--- src/rtl/bcd6_pkg.sv ---
package bcd6_pkg;
  localparam int unsigned DEF_DIGITS  = 16;
  localparam int unsigned DEF_DIGIT_W = 4;
  localparam int unsigned DEF_CORR    = 6;
endpackage

--- src/rtl/bcd6_sum.sv ---
// Unsigned binary adder, carry out kept as top bit.
module bcd6_sum #(
  parameter int unsigned W = 64
) (
  input  logic [W-1:0] a_i,
  input  logic [W-1:0] b_i,
  output logic [W:0]   sum_o
);
  always_comb begin
    sum_o = {1'b0, a_i} + {1'b0, b_i};
  end
endmodule

--- src/rtl/bcd6_carry.sv ---
// Recovers the carry out of each digit from sum and operand bits.
module bcd6_carry #(
  parameter int unsigned DIGITS  = 16,
  parameter int unsigned DIGIT_W = 4,
  localparam int unsigned W      = DIGITS * DIGIT_W
) (
  input  logic [W-1:0]      a_i,
  input  logic [W-1:0]      b_i,
  input  logic [W:0]        sum_i,
  output logic [DIGITS-1:0] carry_o
);
  logic [W:0] a_ext, b_ext, cin_vec;
  logic       unused_cin;

  assign a_ext   = {1'b0, a_i};
  assign b_ext   = {1'b0, b_i};
  // carry into every bit position
  assign cin_vec = sum_i ^ a_ext ^ b_ext;
  assign unused_cin = ^cin_vec;

  for (genvar n = 0; n < DIGITS; n++) begin : g_tap
    assign carry_o[n] = cin_vec[(n+1)*DIGIT_W];
  end
endmodule

--- src/rtl/bcd6_form.sv ---
// Places CORR in each digit without carry out, zero elsewhere.
module bcd6_form #(
  parameter int unsigned DIGITS         = 16,
  parameter int unsigned DIGIT_W        = 4,
  parameter logic [DIGIT_W-1:0] CORR    = 4'h6,
  localparam int unsigned W             = DIGITS * DIGIT_W
) (
  input  logic [DIGITS-1:0] carry_i,
  output logic [W-1:0]      corr_o
);
  for (genvar n = 0; n < DIGITS; n++) begin : g_dig
    assign corr_o[n*DIGIT_W +: DIGIT_W] = carry_i[n] ? '0 : CORR;
  end
endmodule

--- src/rtl/bcd6_gen_top.sv ---
module bcd6_gen_top #(
  parameter int unsigned DIGITS         = bcd6_pkg::DEF_DIGITS,
  parameter int unsigned DIGIT_W        = bcd6_pkg::DEF_DIGIT_W,
  parameter logic [DIGIT_W-1:0] CORR    = DIGIT_W'(bcd6_pkg::DEF_CORR),
  localparam int unsigned W             = DIGITS * DIGIT_W
) (
  input  logic         clk_i,
  input  logic         rst_ni,
  input  logic         start_i,
  input  logic [W-1:0] ra_i,
  input  logic [W-1:0] rb_i,
  output logic [W-1:0] corr_o,
  output logic         done_o
);
  logic [W:0]        sum;
  logic [DIGITS-1:0] carry;
  logic [W-1:0]      corr_d, corr_q;
  logic              done_q;

  bcd6_sum #(.W(W)) u_sum (
    .a_i  (ra_i),
    .b_i  (rb_i),
    .sum_o(sum)
  );

  bcd6_carry #(.DIGITS(DIGITS), .DIGIT_W(DIGIT_W)) u_carry (
    .a_i    (ra_i),
    .b_i    (rb_i),
    .sum_i  (sum),
    .carry_o(carry)
  );

  bcd6_form #(.DIGITS(DIGITS), .DIGIT_W(DIGIT_W), .CORR(CORR)) u_form (
    .carry_i(carry),
    .corr_o (corr_d)
  );

  always_ff @(posedge clk_i or negedge rst_ni) begin
    if (!rst_ni) begin
      corr_q <= '0;
      done_q <= 1'b0;
    end else begin
      done_q <= start_i;
      if (start_i) corr_q <= corr_d;
    end
  end

  assign corr_o = corr_q;
  assign done_o = done_q;
endmodule

--- config.mk ---
export PLATFORM = sky130hd
export DESIGN_NAME = bcd6_gen_top
export DESIGN_NICKNAME = d
export VERILOG_FILES = /design/src/rtl/bcd6_pkg.sv /design/src/rtl/bcd6_sum.sv /design/src/rtl/bcd6_carry.sv /design/src/rtl/bcd6_form.sv /design/src/rtl/bcd6_gen_top.sv
export SDC_FILE = /design/constraint.sdc
export NUM_CORES = 1
export LEC_CHECK = 0
export BUFFER_PORTS_ARGS = -buffer_cell sky130_fd_sc_hd__buf_4
export CAP_MARGIN = 5
export CELL_PAD_IN_SITES_DETAIL_PLACEMENT = 1
export CELL_PAD_IN_SITES_GLOBAL_PLACEMENT = 2
export CORE_ASPECT_RATIO = 0.9
export CORE_MARGIN = 3
export CORE_UTILIZATION = 24
export CTS_CLUSTER_DIAMETER = 200
export DETAILED_ROUTE_END_ITERATION = 10
export GPL_TIMING_DRIVEN = 1
export PLACE_DENSITY_LB_ADDON = 0.25
export SETUP_SLACK_MARGIN = 0.05
export SLEW_MARGIN = 20
export SYNTH_ARGS = -nofsm -noshare
export SYNTH_HDL_FRONTEND = slang
export SYNTH_SLANG_ARGS = --single-unit
--- constraint.sdc ---
create_clock -name clk_i -period 1.3 [get_ports clk_i]
set_input_delay 0.13 -clock clk_i [delete_from_list [all_inputs] [get_ports clk_i]]
set_output_delay 0.13 -clock clk_i [all_outputs]
set_load 0.05 [all_outputs]
==> results of run 1 <==
-- registers in the layout, indices dropped and copies added, names as in the netlist --
name	flops
done_o	1
corr_o	16
-- through the flow --
step	hold slack [ns]	instance area, sq um	util	setup slack (ns)
final	0.1603	5315	0.4592	-0.7709
after global routing	0.1770	5315	0.4592	-0.8800
after CTS	0.1597	5164	0.4462	-0.7497
after detailed placement	0.01612	4932	0.4262	-1.043
after global placement	0.01567	4932	0.4262	-0.9936
after floorplan	-0.1656	3307	-	-0.7859
-- kinds of logic after synthesis --
logic type / count (synthesis) / synth area share
AOI/OAI and AO/OA: 82 / 0.1891
and+or+nand+nor: 69 / 0.1214
adders and majority gates: 63 / 0.2732
buffers and inverters: 56 / 0.1353
xor gates and xnor gates: 41 / 0.1245
DFF: 17 / 0.1474
muxes: 2 / 0.007805
other: 1 / 0.001300
-- synthesized netlist by cell type, types with 2 or more instances --
cell,n
ha_1,63
buf_4,48
xnor2_1,32
a21oi_1,31
nor2_1,20
dfrtp_1,17
nand2_1,15
a21o_1,14
nand4_1,13
o21ai_0,11
xor2_1,9
nand3_1,6
inv_1,5
clkbuf_1,3
nor3_1,3
o31ai_1,3
a211oi_1,2
a211oi_2,2
a22oi_1,2
and4_1,2
mux2_2,2
nor2b_1,2
o21a_1,2
or3_1,2
-- final timing paths --
check | startpoint | end | slack [ns] | cells past startpoint
worst max-delay path | rb_i[31] | corr_o[54] | -0.77 | 10
worst min-delay path | start_i | corr_o[14] | 0.16 | 2
worst max register to register | corr_o[61] | corr_o[61] | 0.41 | 3
worst min register to register | corr_o[6] | corr_o[6] | 0.55 | 2
max in group asynchronous | rst_ni | corr_o[42] | 0.81 | 2
min in group asynchronous | rst_ni | corr_o[46] | 0.30 | 2
-- area by class of cell --
cell class | count | area [sq um]
repair buffers | 249 | 1936
fillers | 1361 | 6259
clock buffers | 4 | 78.83
well taps | 156 | 195.2
multi-input cells | 289 | 2661
flip-flops and latches | 17 | 425.4
inverters | 5 | 18.77
-- where the power goes --
| part | switching (mW) | internal, mW |
|---|---|---|
| clock | 0.202 | 0.416 |
| combinational | 2.05 | 1.46 |
| sequential | 0.133 | 0.666 |
| total | 2.38 | 2.54 |
-- routing by layer --
layer / up-vias / global-route usage / wire length (microns)
met5: - / 0 / 0
met2: 110 / 0.2418 / 4752
met3: 2 / 0.02041 / 668
met4: 0 / 0.02400 / 47
met1: 1430 / 0.1673 / 3958
li1: 1599 / - / -
-- what timing repair did --
| action | in CTS | in global routing |
|---|---|---|
| pin swaps | 17 | 21 |
| setup buffers | 5 | 6 |
| resized for setup | 23 | 28 |
| endpoints found under the setup margin | 14 | 15 |
| cloned | 0 | 0 |
| hold buffers | 1 | 0 |
| hold endpoints to repair | 17 | 0 |
==> results by group, run 1 <==
Routing
  – First-pass iteration count of the detailed router: 4
  – Post-DR wirelength/cell: 13.09 microns
  – Vias: roughly 3100
  – Final wirelength: 9426 microns
  – Vias/cell: 4.363
  – Starting DRT DRC Count: 58
  – DRT antenna net count: 0
  – Residual DRC count: 0

Die
  – Initial Util: 0.2493
  – Core Rows: 37
  – Die area: ~13000 sq um
  – Core Box Area: about 12000 sq um
  – Die H: 110.0 microns
  – Die width: 121.6 microns
  – I/O pin count: slightly below 200

GRT
  – Vias in the first global route: 3255
  – GR Overflow Total: 0
  – Total track usage: 0.1325
  – First-pass GRT wire length: 14700 microns
  – Initial antenna violation count: 0
  – Pin count of the biggest net entering global routing: 20

Clocking
  – Inserted Clock Buffers: 3
  – Worst-Skew Late Latency: between 0.2 and 0.25 ns
  – CTS tree: yes
  – Clock slew at reported path FFs: 0.05 ns
  – Clock sinks: 17
  – H-Tree Depth: 1
  – Root Driver: clkbuf_16
  – CTS max path bufs: 2

Synthesis
  – EDFF count, synth: 0
  – Dominant synthesized flop cell: dfrtp_1
  – Synth area leader: ha_1
  – Yosys warns: 0
  – Gate Count Post-Synth: 331
  – Share of the synthesized area in the top cell type: 0.2732
  – Mapped Avg Cell Area: 8.717 sq um
  – Mapped Area: 2885 sq um
  – Synth area leaders: ha_1 27%, dfrtp_1 15%, buf_4 12%
  – Synth cell types: 46
  – Share of flip-flops with an asynchronous set or reset: 1.000
  – Post-synthesis sequential area ratio: 0.1474
  – Number of synthesized register bits: 17

Critical path
  – Crit Path Category: primary input to flop
  – CP Data Required Time: 1.43 ns
  – Critical path's largest stage delay: 0.34 ns
  – Critical-path top delay cell: or3_4
  – Top Family by Delay on Critical Path: compound AO/OA/AOI/OAI gates
  – CP Buf/Inv Count: 1
  – CP endpoint kind: flop
  – CP arrival: 2.20 ns
  – CP Max Fanout: 4
  – Worst setup SP type: primary input
  – Worst path cell trace: buf_6 > ha_4 > and2_4 > a311o_1 > a211oi_2 > nand3_1 > a21oi_2 > nor4_2 > or3_4 > a221o_1

Layout
  – Most frequent cells in the layout: 232 x buf_4, 41 x ha_1, 32 x conb_1, 31 x xnor2_1
  – Most common cell after layout, fill and taps aside: buf_4
  – Final cell count without fillers: 720
  – Area grow syn2layout: 84.22%
  – Fraction of layout cells with a size suffix above 1: 0.5780
  – ANT cells: 0
  – Layout Nets: 759

STA
  – Fmax: ~480 MHz
  – Count of final setup violators: 13
  – RSZ-0062 raised after global routing: yes
  – Period utilization: 1.593
  – Minimum clock period: between 2 and 2.5 ns
  – Fin. Hold Viols: 0
  – Post-route setup slack: -0.7709 ns
  – Setup TNS Final: -6.271 ns
  – Setup Skew: 0 ns
  – Final slew viol count: 0

Power
  – Highest ir drop seen on vdd: 0.0005014 V
  – Total power draw: ~4.9 mW
  – Leak: 2.569 nW
  – Pwr Density: between 900 and 1000 nW/um^2

Flow run
  – Max_cap viols: 0

Placed design
  – Hpwl dp: 8321 microns
  – Input/output buffers: 163
  – RD Place Congestion: 0.7108
  – Placed cells: slightly above 700

Status
  – Violated checks: negative setup slack
  – Status: finished with violations

Worst hold path
  – HP Class: primary input to flop
Power figures use the tool's default switching activity.
==> run 2: changes to the inputs <==
--- a/config.mk
+++ b/config.mk
@@ -15,7 +15,7 @@
 export CTS_CLUSTER_DIAMETER = 200
 export DETAILED_ROUTE_END_ITERATION = 10
 export GPL_TIMING_DRIVEN = 1
-export PLACE_DENSITY_LB_ADDON = 0.25
+export PLACE_DENSITY_LB_ADDON = 0.1
 export SETUP_SLACK_MARGIN = 0.05
 export SLEW_MARGIN = 20
 export SYNTH_ARGS = -nofsm -noshare
==> run 2 against run 1 <==
Effect of this change:
- the flow still finishes with violations (negative setup slack)
- clock skew stayed put
- setup slack better by 0.054 ns
- flip-flop and latch count stayed put
- power is 1.3% higher
- sequential share of layout area is 0.22 points lower
- register-to-register slack hardly changed
- critical path type unchanged
- critical endpoint unchanged
- largest power group unchanged
- highest routed layer unchanged
==> results by group, run 2 (synthesized netlist as in run 1, its figures left out) <==
GRT
  – Total track usage: 0.1322
  – Pin count of the biggest net entering global routing: 18
  – GR Overflow Total: 0
  – Initial antenna violation count: 0
  – First-pass GRT wire length: 14810 microns
  – Vias in the first global route: approximately 3200

Placed design
  – Post-Place Setup Slack: -1.011 ns
  – Area after DPL: 4947 sq um
  – RD Place Congestion: 0.6901
  – Hpwl dp: between 8000 and 9000 microns
  – Input/output buffers: between 150 and 200

Status
  – Violated checks: negative setup slack
  – Status: finished with violations

Critical path
  – Reg2reg path depth: 3
  – Worst path cell trace: buf_6 > ha_4 > and2_4 > a311o_1 > a211oi_2 > nand3_1 > a21oi_4 > nor4_2 > or3_4 > a221o_1
  – Worst reg2reg endpoint: corr_o[61]
  – Flop-to-flop setup slack: 0.40 ns
  – CP endpoint kind: flop
  – Critical-path top delay cell: or3_4
  – CP Max Fanout: 4
  – Top Family by Delay on Critical Path: compound AO/OA/AOI/OAI gates
  – Worst r2r src: corr_o[61]
  – CP Buf/Inv Count: 1
  – Critical path's largest stage delay: 0.33 ns
  – CP Data Required Time: 1.43 ns
  – CP arrival: 2.15 ns
  – Crit Path Category: primary input to flop
  – Worst setup SP type: primary input

Worst hold path
  – Hold Path Depth: 3
  – Worst Hold End: corr_o[58]
  – Hold Startpoint: start_i
  – HP Class: primary input to flop

Flow run
  – Max_cap viols: 0

Routing
  – Starting DRT DRC Count: 64
  – Post-DR wirelength/cell: 13.18 microns
  – Final wirelength: between 9000 and 10000 microns
  – Vias: between 3000 and 4000
  – First-pass iteration count of the detailed router: 4
  – Vias/cell: between 4 and 5
  – Residual DRC count: 0
  – DRT antenna net count: 0

Die
  – Die width: 121.6 microns
  – Core Box Area: 11570 sq um
  – I/O pin count: 196
  – Core Rows: 37
  – Initial Util: 0.2493
  – Die area: ~13000 sq um
  – Die H: about 110 microns

Layout
  – Register area: 425.4 sq um
  – Design area: 5465 sq um
  – Area occupied by multi-input gates: 2755 sq um
  – Fillers: about 1300
  – Fraction of layout cells with a size suffix above 1: 0.5805
  – Max FFs per register: 16
  – Area grow syn2layout: 89.42%
  – ANT cells: 0
  – Layout Nets: 760
  – Most common cell after layout, fill and taps aside: buf_4
  – Most frequent cells in the layout: 220 x buf_4, 39 x ha_1, 32 x conb_1, 31 x xnor2_1, 28 x buf_6

STA
  – Setup Skew: 0 ns
  – Period utilization: 1.552
  – Minimum clock period: between 2 and 2.5 ns
  – Count of final setup violators: 13
  – RSZ-0062 raised after global routing: yes
  – Fmax: slightly below 500 MHz
  – Final slew viol count: 0
  – Post-route setup slack: -0.7170 ns
  – Fin. Hold Viols: 0

Clocking
  – Root Driver: clkbuf_16
  – Clock slew at reported path FFs: 0.05 ns
  – CTS max path bufs: 2
  – Clock sinks: 17
  – Inserted Clock Buffers: 3
  – H-Tree Depth: 1
  – Worst-Skew Late Latency: 0.24 ns
  – CTS tree: yes

Power
  – Highest ir drop seen on vdd: 0.0003583 V
  – Pwr Density: about 900 nW/um^2
  – Leak: 2.611 nW
[run 2: changes by cell type in the layout (fill, tap and decap cells not counted), sizes merged]
cell  change
buf       +1
[run 2: metrics by stage]
step / utilization / hold WS (ns) / setup TNS [ns] / power [mW] / std cells
after floorplan: - / -0.1656 / -5.427 / 3.102 / 362
after global placement: 0.4275 / 0.01641 / -10.19 / 4.122 / 709
after detailed placement: 0.4275 / 0.01566 / -10.68 / 4.180 / 709
after CTS: 0.4467 / 0.2111 / -6.151 / 4.899 / 716
after global routing: 0.4722 / 0.2491 / -7.642 / 5.339 / 721
final: 0.4722 / 0.2283 / -6.186 / 4.990 / 721
[run 2: report_power, final]
part           internal [mW]  total, mW  switching (mW)
clock                  0.416      0.610           0.195
sequential             0.666      0.803           0.137
combinational           1.51       3.58            2.07
total                   2.59       4.99            2.40
[run 2: what timing repair did]
| item | 4_1_cts | 5_1_grt |
|---|---|---|
| hold buffers | 1 | 0 |
| endpoints found under the setup margin | 14 | 14 |
| setup buffers | 2 | 6 |
| pin swaps | 24 | 37 |
| gates resized for setup | 24 | 52 |
| endpoints found under the hold margin | 17 | 0 |
[run 2: area by class of cell]
| class | instances | area share |
|---|---|---|
| clock buffers | 4 | 0.01442 |
| inverters | 5 | 0.003434 |
| multi-input cells | 289 | 0.5041 |
| flip-flops and latches | 17 | 0.07784 |
| well taps | 156 | 0.03571 |
| repair buffers | 250 | 0.3645 |
[run 2: routing by layer]
metal	vias to the layer above	share of wire	global-route usage
met5	-	0	0
met4	0	0.0060	0.02160
met3	2	0.074	0.02500
met2	107	0.49	0.2276
met1	1457	0.42	0.1758
li1	1600	-	-
[run 2: how the worst max path moves through the flow]
stage,from,endpoint,cells past startpoint
6_report,rb_i[31],corr_o[54],10
5_1_grt,rb_i[31],corr_o[54],10
4_1_cts,rb_i[31],corr_o[54],10
3_5_place_dp,ra_i[23],corr_o[54],10
3_3_place_gp,ra_i[21],corr_o[54],10
2_1_floorplan,ra_i[31],corr_o[54],9
[run 2: tightest hold or removal path, delay by kind of cell]
kind / cells / cell delay [ns]
buffers and inverters: 1 / 0.13
AOI/OAI and AO/OA: 1 / 0.09
and+or+nand+nor: 1 / 0.06
==> run 3: changes to the inputs <==
--- a/config.mk
+++ b/config.mk
@@ -6,12 +6,12 @@
 export NUM_CORES = 1
 export LEC_CHECK = 0
 export BUFFER_PORTS_ARGS = -buffer_cell sky130_fd_sc_hd__buf_4
-export CAP_MARGIN = 5
 export CELL_PAD_IN_SITES_DETAIL_PLACEMENT = 1
 export CELL_PAD_IN_SITES_GLOBAL_PLACEMENT = 2
 export CORE_ASPECT_RATIO = 0.9
 export CORE_MARGIN = 3
 export CORE_UTILIZATION = 24
+export CTS_BUF_LIST = sky130_fd_sc_hd__clkbuf_16
 export CTS_CLUSTER_DIAMETER = 200
 export DETAILED_ROUTE_END_ITERATION = 10
 export GPL_TIMING_DRIVEN = 1
==> run 3 against run 2 <==
Effect of this change:
- the run still ends with negative setup slack left
- maximum frequency is the same
- count of clock-buffer cells in the layout fell by 1
- via count did not move
- non-clock buffer count unchanged
- flip-flop and latch count unchanged
- combinational power about the same
- sequential share of layout area unchanged
- first-iteration DRC count is 6.3% lower
- largest power group unchanged
==> results by group, run 3 (synthesized netlist as in run 1, its figures left out) <==
Die
  – I/O pin count: 196
  – Core Rows: 37
  – Die width: between 100 and 150 microns
  – Initial Util: 0.2493
  – Core Box Area: about 12000 sq um
  – Die H: 110.0 microns
  – Die area: roughly 13000 sq um

GRT
  – Vias in the first global route: about 3200
  – Total track usage: 0.1322
  – GR Overflow Total: 0
  – Pin count of the biggest net entering global routing: 18
  – Initial antenna violation count: 0
  – First-pass GRT wire length: 14810 microns

Layout
  – Fraction of layout cells with a size suffix above 1: 0.5805
  – ANT cells: 0
  – Fillers: around 1300
  – Most frequent cells in the layout: 220 x buf_4, 39 x ha_1, 32 x conb_1, 31 x xnor2_1, 28 x buf_6
  – Area grow syn2layout: 89.42%
  – Most common cell after layout, fill and taps aside: buf_4
  – Layout Nets: 760
  – Max FFs per register: 16

Power
  – Sw Share: 0.4823
  – Clk pwr share: 0.121
  – Psw: 2.403 mW
  – Comb pwr share: 0.718
  – Highest ir drop seen on vdd: 0.0003589 V
  – Internal power: approximately 2.6 mW
  – Sequential power share: 0.161
  – Leak: between 2 and 3 nW
  – Pwr Density: 911.7 nW/um^2

STA
  – RSZ-0062 raised after global routing: yes
  – Post-route setup slack: -0.7170 ns
  – Setup TNS Final: -6.185 ns
  – Count of final setup violators: 13
  – Period utilization: 1.552
  – Setup Skew: 0 ns
  – Fmax: 495.8 MHz
  – Final slew viol count: 0
  – Minimum clock period: 2.017 ns
  – Fin. Hold Viols: 0

Critical path
  – CP endpoint kind: flop
  – Worst setup SP type: primary input
  – CP Data Required Time: 1.43 ns
  – Reg2reg path depth: 3
  – Crit Path Category: primary input to flop
  – CP Max Fanout: 4
  – CP arrival: 2.15 ns

Routing
  – Vias: between 3000 and 4000
  – Starting DRT DRC Count: 60
  – Final wirelength: 9504 microns
  – First-pass iteration count of the detailed router: 4
  – Residual DRC count: 0
  – DRT antenna net count: 0
  – Vias/cell: 4.391
  – Post-DR wirelength/cell: between 10 and 15 microns

Flow run
  – Max_cap viols: 0

Clocking
  – Inserted Clock Buffers: 3
  – Worst-Skew Late Latency: 0.24 ns
  – CTS tree: yes
  – CTS max path bufs: 2
  – Clock slew at reported path FFs: 0.05 ns
  – Clock sinks: 17
  – Root Driver: clkbuf_16
  – H-Tree Depth: 1

Status
  – Status: finished with violations
  – Violated checks: negative setup slack

Placed design
  – Input/output buffers: 163
  – Hpwl dp: 8420 microns
  – RD Place Congestion: between 0.6 and 0.7
  – Post-Place Setup Slack: -1.011 ns

Worst hold path
  – Hold Path Depth: 3
  – HP Class: primary input to flop
==> run 3: changes by cell type in the layout (fill, tap and decap cells not counted) <==
cell	delta
clkbuf_1	-1
inv_1	+1
==> run 3: layout make-up <==
| type | count | area [sq um] | area share |
|---|---|---|---|
| sequential | 17 | 425.4 | 0.07784 |
| inverter | 5 | 18.77 | 0.003434 |
| clock buffer | 3 | 75.07 | 0.01374 |
| tap | 156 | 195.2 | 0.03571 |
| clock inverter | 1 | 3.754 | 0.0006868 |
| multi-input combinational | 289 | 2755 | 0.5041 |
| timing repair buffer | 250 | 1992 | 0.3645 |
==> run 3: repair_timing <==
item | in CTS | in global routing
setup buffers | 2 | 6
endpoints found under the setup margin | 14 | 14
endpoints found under the hold margin | 17 | 0
resized for setup | 24 | 52
pin swaps | 24 | 37
hold buffers | 1 | 0
==> run 3: power groups by stage <==
stage	Combinational [mW]	Sequential, mW	Clock, mW
finish	3.58	0.803	0.603
global route	3.84	0.825	0.667
CTS	3.45	0.810	0.627
detailed placement	3.36	0.819	0
global placement	3.31	0.814	0
floorplan	1.85	1.25	0
==> run 3: worst max-delay path, stage by stage <==
cell and delay [ns]:
buf_6 0.10, ha_4 0.24, and2_4 0.14, a311o_1 0.32
a211oi_2 0.18, nand3_1 0.15, a21oi_4 0.17, nor4_2 0.06
or3_4 0.33, a221o_1 0.32
==> run 3: path summary, 6_finish.rpt <==
check	from	end	slack, ns
worst max-delay path	rb_i[31]	corr_o[54]	-0.72
worst min-delay path	start_i	corr_o[58]	0.23
worst max register to register	corr_o[61]	corr_o[61]	0.40
worst min register to register	corr_o[2]	corr_o[2]	0.56
max in group asynchronous	rst_ni	corr_o[22]	0.80
min in group asynchronous	rst_ni	corr_o[50]	0.30
==> run 3: layer usage <==
layer	GRT usage	wire length (microns)	up-vias
met5	0	0	-
met4	0.02160	57	0
met3	0.02500	708	2
met2	0.2276	4699	107
met1	0.1758	4038	1457
li1	-	-	1600
==> run 3: per-stage QoR <==
stage	total power [mW]	area (sq um)	hold WS, ns	util	std cells
floorplan	3.102	3307	-0.1656	-	362
global placement	4.122	4947	0.01641	0.4275	709
detailed placement	4.180	4947	0.01566	0.4275	709
CTS	4.892	5170	0.2111	0.4467	716
global route	5.332	5465	0.2491	0.4722	721
finish	4.982	5465	0.2283	0.4722	721
